==> src/rtl/agu_pkg.sv <==
package agu_pkg;

  typedef enum logic [2:0] {
    MODE_FIXED   = 3'd0,
    MODE_INDIR   = 3'd1,
    MODE_POSTINC = 3'd2,
    MODE_CYCLIC  = 3'd3,
    MODE_FFT     = 3'd4,
    MODE_SETPTR  = 3'd5,
    MODE_SETMOD  = 3'd6,
    MODE_NOP     = 3'd7
  } aguMode_e;

  typedef enum logic [1:0] {
    ADR_PTR_OFF = 2'd0,
    ADR_PTR_MOD = 2'd1,
    ADR_PTR     = 2'd2,
    ADR_FFT     = 2'd3
  } addrSel_e;

  typedef enum logic [2:0] {
    NXT_STEP = 3'd0,
    NXT_WRAP = 3'd1,
    NXT_FFT  = 3'd2,
    NXT_LOAD = 3'd3,
    NXT_NONE = 3'd4
  } nextSel_e;

  typedef struct packed {
    logic     genAddr;
    logic     updPtr;
    logic     loadMod;
    addrSel_e addrSel;
    nextSel_e nextSel;
  } aguCtrl_t;

endpackage

==> src/rtl/agu_ctrl.sv <==
module agu_ctrl
  import agu_pkg::*;
(
  input  logic       reqValid,
  input  logic [2:0] reqMode,
  output aguCtrl_t   ctrl
);

  always_comb begin
    ctrl = '{genAddr: 1'b0, updPtr: 1'b0, loadMod: 1'b0,
             addrSel: ADR_PTR, nextSel: NXT_NONE};
    if (reqValid) begin
      case (aguMode_e'(reqMode))
        MODE_FIXED: begin
          ctrl.genAddr = 1'b1;
          ctrl.addrSel = ADR_PTR_OFF;
        end
        MODE_INDIR: begin
          ctrl.genAddr = 1'b1;
          ctrl.addrSel = ADR_PTR_MOD;
        end
        MODE_POSTINC: begin
          ctrl.genAddr = 1'b1;
          ctrl.updPtr  = 1'b1;
          ctrl.nextSel = NXT_STEP;
        end
        MODE_CYCLIC: begin
          ctrl.genAddr = 1'b1;
          ctrl.updPtr  = 1'b1;
          ctrl.nextSel = NXT_WRAP;
        end
        MODE_FFT: begin
          ctrl.genAddr = 1'b1;
          ctrl.updPtr  = 1'b1;
          ctrl.addrSel = ADR_FFT;
          ctrl.nextSel = NXT_FFT;
        end
        MODE_SETPTR: begin
          ctrl.updPtr  = 1'b1;
          ctrl.nextSel = NXT_LOAD;
        end
        MODE_SETMOD: ctrl.loadMod = 1'b1;
        default: ;
      endcase
    end
  end

endmodule

==> src/rtl/agu_datapath.sv <==
module agu_datapath
  import agu_pkg::*;
#(
  parameter int ADDR_W    = 20,
  parameter int NUM_PTR   = 8,
  parameter int FFT_MAX   = 10,
  parameter int VEC_BYTES = 32,
  localparam int IDX_W    = $clog2(NUM_PTR),
  localparam int FFT_LOG_W = $clog2(FFT_MAX + 1),
  localparam int VEC_SH   = $clog2(VEC_BYTES)
) (
  input  logic                 clk,
  input  logic                 rstN,
  input  aguCtrl_t             ctrl,
  input  logic [IDX_W-1:0]     ptrIdx,
  input  logic [ADDR_W-1:0]    offset,
  input  logic [1:0]           width,
  input  logic [ADDR_W-1:0]    cycBase,
  input  logic [ADDR_W-1:0]    cycSize,
  input  logic [FFT_LOG_W-1:0] fftLog2,
  output logic                 addrValid,
  output logic [ADDR_W-1:0]    addrOut,
  output logic                 alignErr,
  output logic                 wbValid,
  output logic [IDX_W-1:0]     wbIdx,
  output logic [ADDR_W-1:0]    wbData
);

  logic [ADDR_W-1:0] ptrFile [NUM_PTR];
  logic [ADDR_W-1:0] modFile [NUM_PTR];

  logic [ADDR_W-1:0] curPtr, modVal, effAddr, nextPtr;
  logic [ADDR_W-1:0] revPtr, fftMask, stepRed, sizeMask;
  logic [ADDR_W:0]   sumW, endW, wrapW;
  logic [2:0]        sizeSh;
  logic              misaligned;

  function automatic logic [ADDR_W-1:0] revLow(input logic [ADDR_W-1:0] v,
                                                input int k);
    logic [ADDR_W-1:0] r;
    r = '0;
    for (int i = 0; i < FFT_MAX; i++) begin
      if (i < k) r[i] = v[k-1-i];
    end
    return r;
  endfunction

  // Forward a pointer committed one cycle late
  assign curPtr = (wbValid && wbIdx == ptrIdx) ? wbData : ptrFile[ptrIdx];
  assign modVal = modFile[offset[IDX_W-1:0]];

  always_comb begin
    case (width)
      2'd0:    sizeSh = 3'd0;
      2'd1:    sizeSh = 3'd1;
      2'd2:    sizeSh = 3'd2;
      default: sizeSh = 3'(VEC_SH);
    endcase
  end

  assign sizeMask = (ADDR_W'(1) << sizeSh) - ADDR_W'(1);
  assign fftMask  = (ADDR_W'(1) << fftLog2) - ADDR_W'(1);
  assign revPtr   = revLow(curPtr, int'(fftLog2));

  // Circular window arithmetic
  assign stepRed = (cycSize == '0) ? offset : (offset % cycSize);
  assign sumW    = {1'b0, curPtr} + {1'b0, stepRed};
  assign endW    = {1'b0, cycBase} + {1'b0, cycSize};
  assign wrapW   = (cycSize != '0 && sumW >= endW) ? (sumW - {1'b0, cycSize}) : sumW;

  always_comb begin
    case (ctrl.addrSel)
      ADR_PTR_OFF: effAddr = curPtr + offset;
      ADR_PTR_MOD: effAddr = curPtr + modVal;
      ADR_FFT:     effAddr = cycBase + (revPtr << sizeSh);
      default:     effAddr = curPtr;
    endcase
  end

  always_comb begin
    case (ctrl.nextSel)
      NXT_STEP: nextPtr = curPtr + offset;
      NXT_WRAP: nextPtr = wrapW[ADDR_W-1:0];
      NXT_FFT:  nextPtr = (curPtr + ADDR_W'(1)) & fftMask;
      NXT_LOAD: nextPtr = offset;
      default:  nextPtr = curPtr;
    endcase
  end

  assign misaligned = ctrl.genAddr && ((effAddr & sizeMask) != '0);

  always_ff @(posedge clk) begin
    if (!rstN) begin
      addrValid <= 1'b0;
      addrOut   <= '0;
      alignErr  <= 1'b0;
      wbValid   <= 1'b0;
      wbIdx     <= '0;
      wbData    <= '0;
    end else begin
      addrValid <= ctrl.genAddr && !misaligned;
      addrOut   <= effAddr;
      alignErr  <= misaligned;
      wbValid   <= ctrl.updPtr && !misaligned;
      wbIdx     <= ptrIdx;
      wbData    <= nextPtr;
    end
  end

  for (genvar g = 0; g < NUM_PTR; g++) begin : g_regs
    always_ff @(posedge clk) begin
      if (!rstN) begin
        ptrFile[g] <= '0;
        modFile[g] <= '0;
      end else begin
        if (wbValid && wbIdx == IDX_W'(g)) ptrFile[g] <= wbData;
        if (ctrl.loadMod && ptrIdx == IDX_W'(g)) modFile[g] <= offset;
      end
    end
  end

endmodule

==> src/rtl/agu_core.sv <==
module agu_core
  import agu_pkg::*;
#(
  parameter int ADDR_W     = 20,
  parameter int NUM_PTR    = 8,
  parameter int FFT_MAX    = 10,
  parameter int VEC_BYTES  = 32,
  localparam int IDX_W     = $clog2(NUM_PTR),
  localparam int FFT_LOG_W = $clog2(FFT_MAX + 1)
) (
  input  logic                 clk,
  input  logic                 rstN,
  input  logic                 reqValid,
  input  logic [2:0]           reqMode,
  input  logic [IDX_W-1:0]     reqPtrIdx,
  input  logic [ADDR_W-1:0]    reqOffset,
  input  logic [1:0]           reqWidth,
  input  logic [ADDR_W-1:0]    cycBase,
  input  logic [ADDR_W-1:0]    cycSize,
  input  logic [FFT_LOG_W-1:0] fftLog2,
  output logic                 addrValid,
  output logic [ADDR_W-1:0]    addrOut,
  output logic                 alignErr,
  output logic                 ptrWbValid,
  output logic [IDX_W-1:0]     ptrWbIdx,
  output logic [ADDR_W-1:0]    ptrWbData
);

  aguCtrl_t ctrl;

  agu_ctrl u_ctrl (
    .reqValid (reqValid),
    .reqMode  (reqMode),
    .ctrl     (ctrl)
  );

  agu_datapath #(
    .ADDR_W    (ADDR_W),
    .NUM_PTR   (NUM_PTR),
    .FFT_MAX   (FFT_MAX),
    .VEC_BYTES (VEC_BYTES)
  ) u_dp (
    .clk       (clk),
    .rstN      (rstN),
    .ctrl      (ctrl),
    .ptrIdx    (reqPtrIdx),
    .offset    (reqOffset),
    .width     (reqWidth),
    .cycBase   (cycBase),
    .cycSize   (cycSize),
    .fftLog2   (fftLog2),
    .addrValid (addrValid),
    .addrOut   (addrOut),
    .alignErr  (alignErr),
    .wbValid   (ptrWbValid),
    .wbIdx     (ptrWbIdx),
    .wbData    (ptrWbData)
  );

endmodule

==> config.mk <==
export PLATFORM = sky130hd
export DESIGN_NAME = agu_core
export DESIGN_NICKNAME = d
export VERILOG_FILES = /design/src/rtl/agu_pkg.sv /design/src/rtl/agu_ctrl.sv /design/src/rtl/agu_datapath.sv /design/src/rtl/agu_core.sv
export SDC_FILE = /design/constraint.sdc
export NUM_CORES = 2
export LEC_CHECK = 0
export BUFFER_PORTS_ARGS = -buffer_cell sky130_fd_sc_hd__buf_2
export CAP_MARGIN = 20
export CORE_AREA = 4 4 392 394
export CTS_CLUSTER_DIAMETER = 200
export CTS_CLUSTER_SIZE = 12
export DETAILED_ROUTE_END_ITERATION = 6
export DIE_AREA = 0 0 396 398
export GPL_ROUTABILITY_DRIVEN = 0
export PLACE_DENSITY_LB_ADDON = 0.1
export RECOVER_POWER = 25
export SLEW_MARGIN = 20
export SYNTH_ARGS = -nofsm -noshare
export SYNTH_HDL_FRONTEND = slang
export SYNTH_SLANG_ARGS = --single-unit
export TNS_END_PERCENT = 50
==> constraint.sdc <==
create_clock -name clk -period 43.8 [get_ports clk]
set_input_delay 4.38 -clock clk [delete_from_list [all_inputs] [get_ports clk]]
set_output_delay 4.38 -clock clk [all_outputs]
set_load 0.05 [all_outputs]
==> results.md <==
- Outcome: complete, but fails checks
- Violated checks: capacitance limit, slew limit
- Post-DP HPWL: 136000 µm
- Area contributors post-synth: edfxtp_1 (26%), ha_1 (12%), mux4_2 (5.7%)
- Hold Crit Endpoint: u_dp.ptrFile[0][18]$_SDFFCE_PN0P_
- Layout cells sized above 1: 34.0%
- CTS Hold Buffers Added: 0
- Routed Antenna Nets: 0
- Initial antenna violation count: 13
- Slowest-stage cell, CP: or4_4
- CTS max path bufs: 3
- Critical path arrival: 42.59 ns
- Initial core utilization: 24.9%
- Reg2reg setup slack: 35.95 ns
- Vias: 36.9k
- CP Max Fanout: 8
- Die Span X: 396 µm
- DRC viols: 0
- Top cell type's share of synthesized area: 25.8%
- Post-DP Area: 0.0478 mm²
- DR pass1 iterations: 5
- Nets@finish: 5690
- CTS tree: done
- Setup WS post-layout: 1.70 ns
- Area Growth Syn to Fin: 37.2%
- Tmin final: 42.10 ns
- Setup CP Type: in -> reg
- Final setup viols: 0
- Peak supply drop: 0.0335 mV
- GRT overflow: 0
- Clock transition at the registers of the reported paths: 0.07 ns
- Leak: 21.7 nW
- Vias in the first global route: 36.5k
- CTS root buffer: clkbuf_16
- WL final: 176000 µm
- Sequential share of the synthesized area: 28.3%
- Final Max Tran Viols: 95
- DRT iter0 DRCs: 2609
- TritonCTS buffer count: 36
- Fin Hold WS: 0.779 ns
- Worst-Skew Late Latency: 0.59 ns
- Post-synth cell types: 103
- Pre-CTS setup slack: -2.40 ns
- Cell Rows: 142
- Relative slew slack: -45.7%
- Pin count of the biggest net entering global routing: 53
- Worst endpoint required time: 44.28 ns
- Post-synth EDFFs: 320
- Period utilization: 96.1%
- Cell taking the most area after synthesis: edfxtp_1
- Vias per cell: 5.08
- Post-Route Utilization: 34.1%
- H-Tree Depth: 2
- Met1 usage: 28.2%
- Cell area power density: 42.2 mW/mm²
- Hold Path Origin: u_dp.wbData[18]$_SDFF_PN0_
- Syn avg cell area: 9.00 µm²
- Cell mode on critical path: buf_4
- Yosys reg bits: 366
- Crit-path max cell delay: 0.54 ns
- GRT Max-Usage Layer: met2
- Final instance area: 0.0511 mm²
- IO Port Bufs: 120
- Placed Cells: 7148
- Die footprint: 0.158 mm²
- Endpoint class of the critical path: flip-flop
- Unrepaired setup endpoints after global routing: true
- Max-Cap Viols: 4
- Met3 usage: 1.73%
- First-pass GRT wire length: 252000 µm
- Worst hold path depth: 1
- Cells after Synth: 4139
- Total GRT Usage: 21.4%
- R2r worst-path depth: 26
- Worst slew pin tran: 2.19 ns
- WL per Instance: 24.2 µm
- Area of the multi-input gates: 0.0273 mm²
- M2 GR Usage: 37.6%
- Final hold violation count: 0
- Synth warn: 0
- # clock sinks: 366
- Finished Layout Cells: 7269
- Fmax: 23.8 MHz
- I/O pin cnt: 121
- Top_reg_cell synth: edfxtp_1
- Synth Cell Area: 0.0373 mm²
- Async S/R FF share, synth: 0%
- Reg-to-reg critical path startpoint: u_dp.wbIdx[1]$_SDFF_PN0_
- Die height: 398 µm
- Hold Path Class: reg -> reg
- R2r endpoint: u_dp.wbValid$_SDFF_PN0_
- Register Area: 0.0105 mm²
- Startpoint types: input port
- Worst Skew: 0.0346 ns
- CORE AREA: 0.150 mm²
- FILL cells: 15.6k
## synth_stat cells, types with 26 or more instances
| cell | count |
|---|---|
| o21a_1 | 84 |
| and3_1 | 37 |
| clkbuf_1 | 153 |
| nor4_1 | 42 |
| xor2_1 | 88 |
| inv_1 | 134 |
| or2_2 | 35 |
| nand4_1 | 28 |
| and2_1 | 254 |
| a211oi_1 | 62 |
| a21oi_1 | 251 |
| nor2b_1 | 36 |
| mux4_2 | 95 |
| edfxtp_1 | 320 |
| mux2i_1 | 76 |
| nand3_1 | 94 |
| o211ai_1 | 42 |
| mux2_2 | 61 |
| nand2b_1 | 47 |
| buf_1 | 26 |
| o21bai_1 | 26 |
| or3_1 | 48 |
| xnor2_1 | 159 |
| dfxtp_1 | 46 |
| nor2_1 | 345 |
| ha_1 | 371 |
| o21ai_0 | 221 |
| nor3_1 | 207 |
| a21o_1 | 84 |
| nand2_1 | 250 |
| a31oi_1 | 49 |
| o31ai_1 | 32 |
## placed cells by master, fill, tap and decap left out, drive strengths merged, types with 77 or more instances in the layout
cell type | netlist | final
nand2 | 251 | 251
mux4 | 95 | 95
xor2 | 88 | 88
and2 | 255 | 255
mux2i | 77 | 77
nor2 | 345 | 345
nor3 | 209 | 209
a21oi | 252 | 252
edfxtp | 320 | 320
o21a | 84 | 84
o21ai | 233 | 233
nand3 | 94 | 94
buf | 38 | 1232
a21o | 84 | 85
inv | 136 | 136
ha | 371 | 371
xnor2 | 159 | 159
## metrics by stage
| stage | TNS (ns) | power [mW] |
|---|---|---|
| floorplan | 0 | 1.12 |
| global placement | -39.16 | 1.76 |
| detailed placement | -43.75 | 1.76 |
| CTS | 0 | 2.08 |
| global route | -2.12 | 2.30 |
| finish | 0 | 2.16 |
## logic make-up after synthesis
| group | synth area share (%) |
|---|---|
| and+or+nand+nor | 20.0 |
| AOI/OAI and AO/OA | 19.8 |
| adders and majority gates | 12.8 |
| DFF | 28.3 |
| buffers and inverters | 3.50 |
| xor gates and xnor gates | 5.81 |
| muxes | 9.73 |
| other | 0.0202 |
## worst max-delay path: cells and delay by family
kind / cells / cell delay, ns
compound gates: 90 / 17.56
xor+xnor: 1 / 0.15
fa+ha+maj: 21 / 5.61
buf+inv: 27 / 4.04
mux: 5 / 1.44
simple gates: 49 / 9.30
## worst max path at each step
stage	depth (start not counted)	slack (ns)	end	startpoint
after floorplan	187	0.04	u_dp.wbData[13]$_SDFF_PN0_	reqOffset[0]
after global placement	191	-2.19	u_dp.wbData[14]$_SDFF_PN0_	cycSize[18]
after detailed placement	191	-2.40	u_dp.wbData[14]$_SDFF_PN0_	reqOffset[0]
after CTS	196	0.08	u_dp.wbData[14]$_SDFF_PN0_	reqOffset[0]
after global routing	202	-0.16	u_dp.wbData[15]$_SDFF_PN0_	reqOffset[9]
final	193	1.70	u_dp.wbData[14]$_SDFF_PN0_	reqOffset[9]
## layout make-up
class	instances	area share (%)
Antenna cell	1	0.00490
Clock buffer	49	1.86
Clock inverter	4	0.166
Inverter	147	1.08
Multi-Input combinational cell	3438	53.3
Sequential cell	366	20.6
Tap cell	2016	4.94
Timing Repair Buffer	1248	18.0
## per-layer routing
layer	up-vias	wire [µm]
li1	17800	-
met1	18100	79000
met3	224	6080
met5	-	73
met2	800	85100
met4	12	5880
## state kept, by name, summed over array words and instances (netlist names)
register        flops
u_dp.wbData        20
u_dp.wbIdx          3
u_dp.wbValid        1
u_dp.addrValid      1
u_dp.modFile      160
u_dp.ptrFile      160
u_dp.alignErr       1
u_dp.addrOut       20
## power breakdown
group | internal (mW) | switching (mW) | leakage, nW | total [mW]
registers | 0.397 | 0.0146 | 3.56 | 0.412
logic | 0.703 | 0.748 | 17.6 | 1.45
clock network | 0.153 | 0.140 | 0.493 | 0.293
## repair_timing
item,4_1_cts,5_1_grt
cloned,0,6
setup endpoints to repair,20,20
buffers inserted,11,51
resized for setup,62,324
pin swaps,19,145
(Power assumes the default switching activity.)
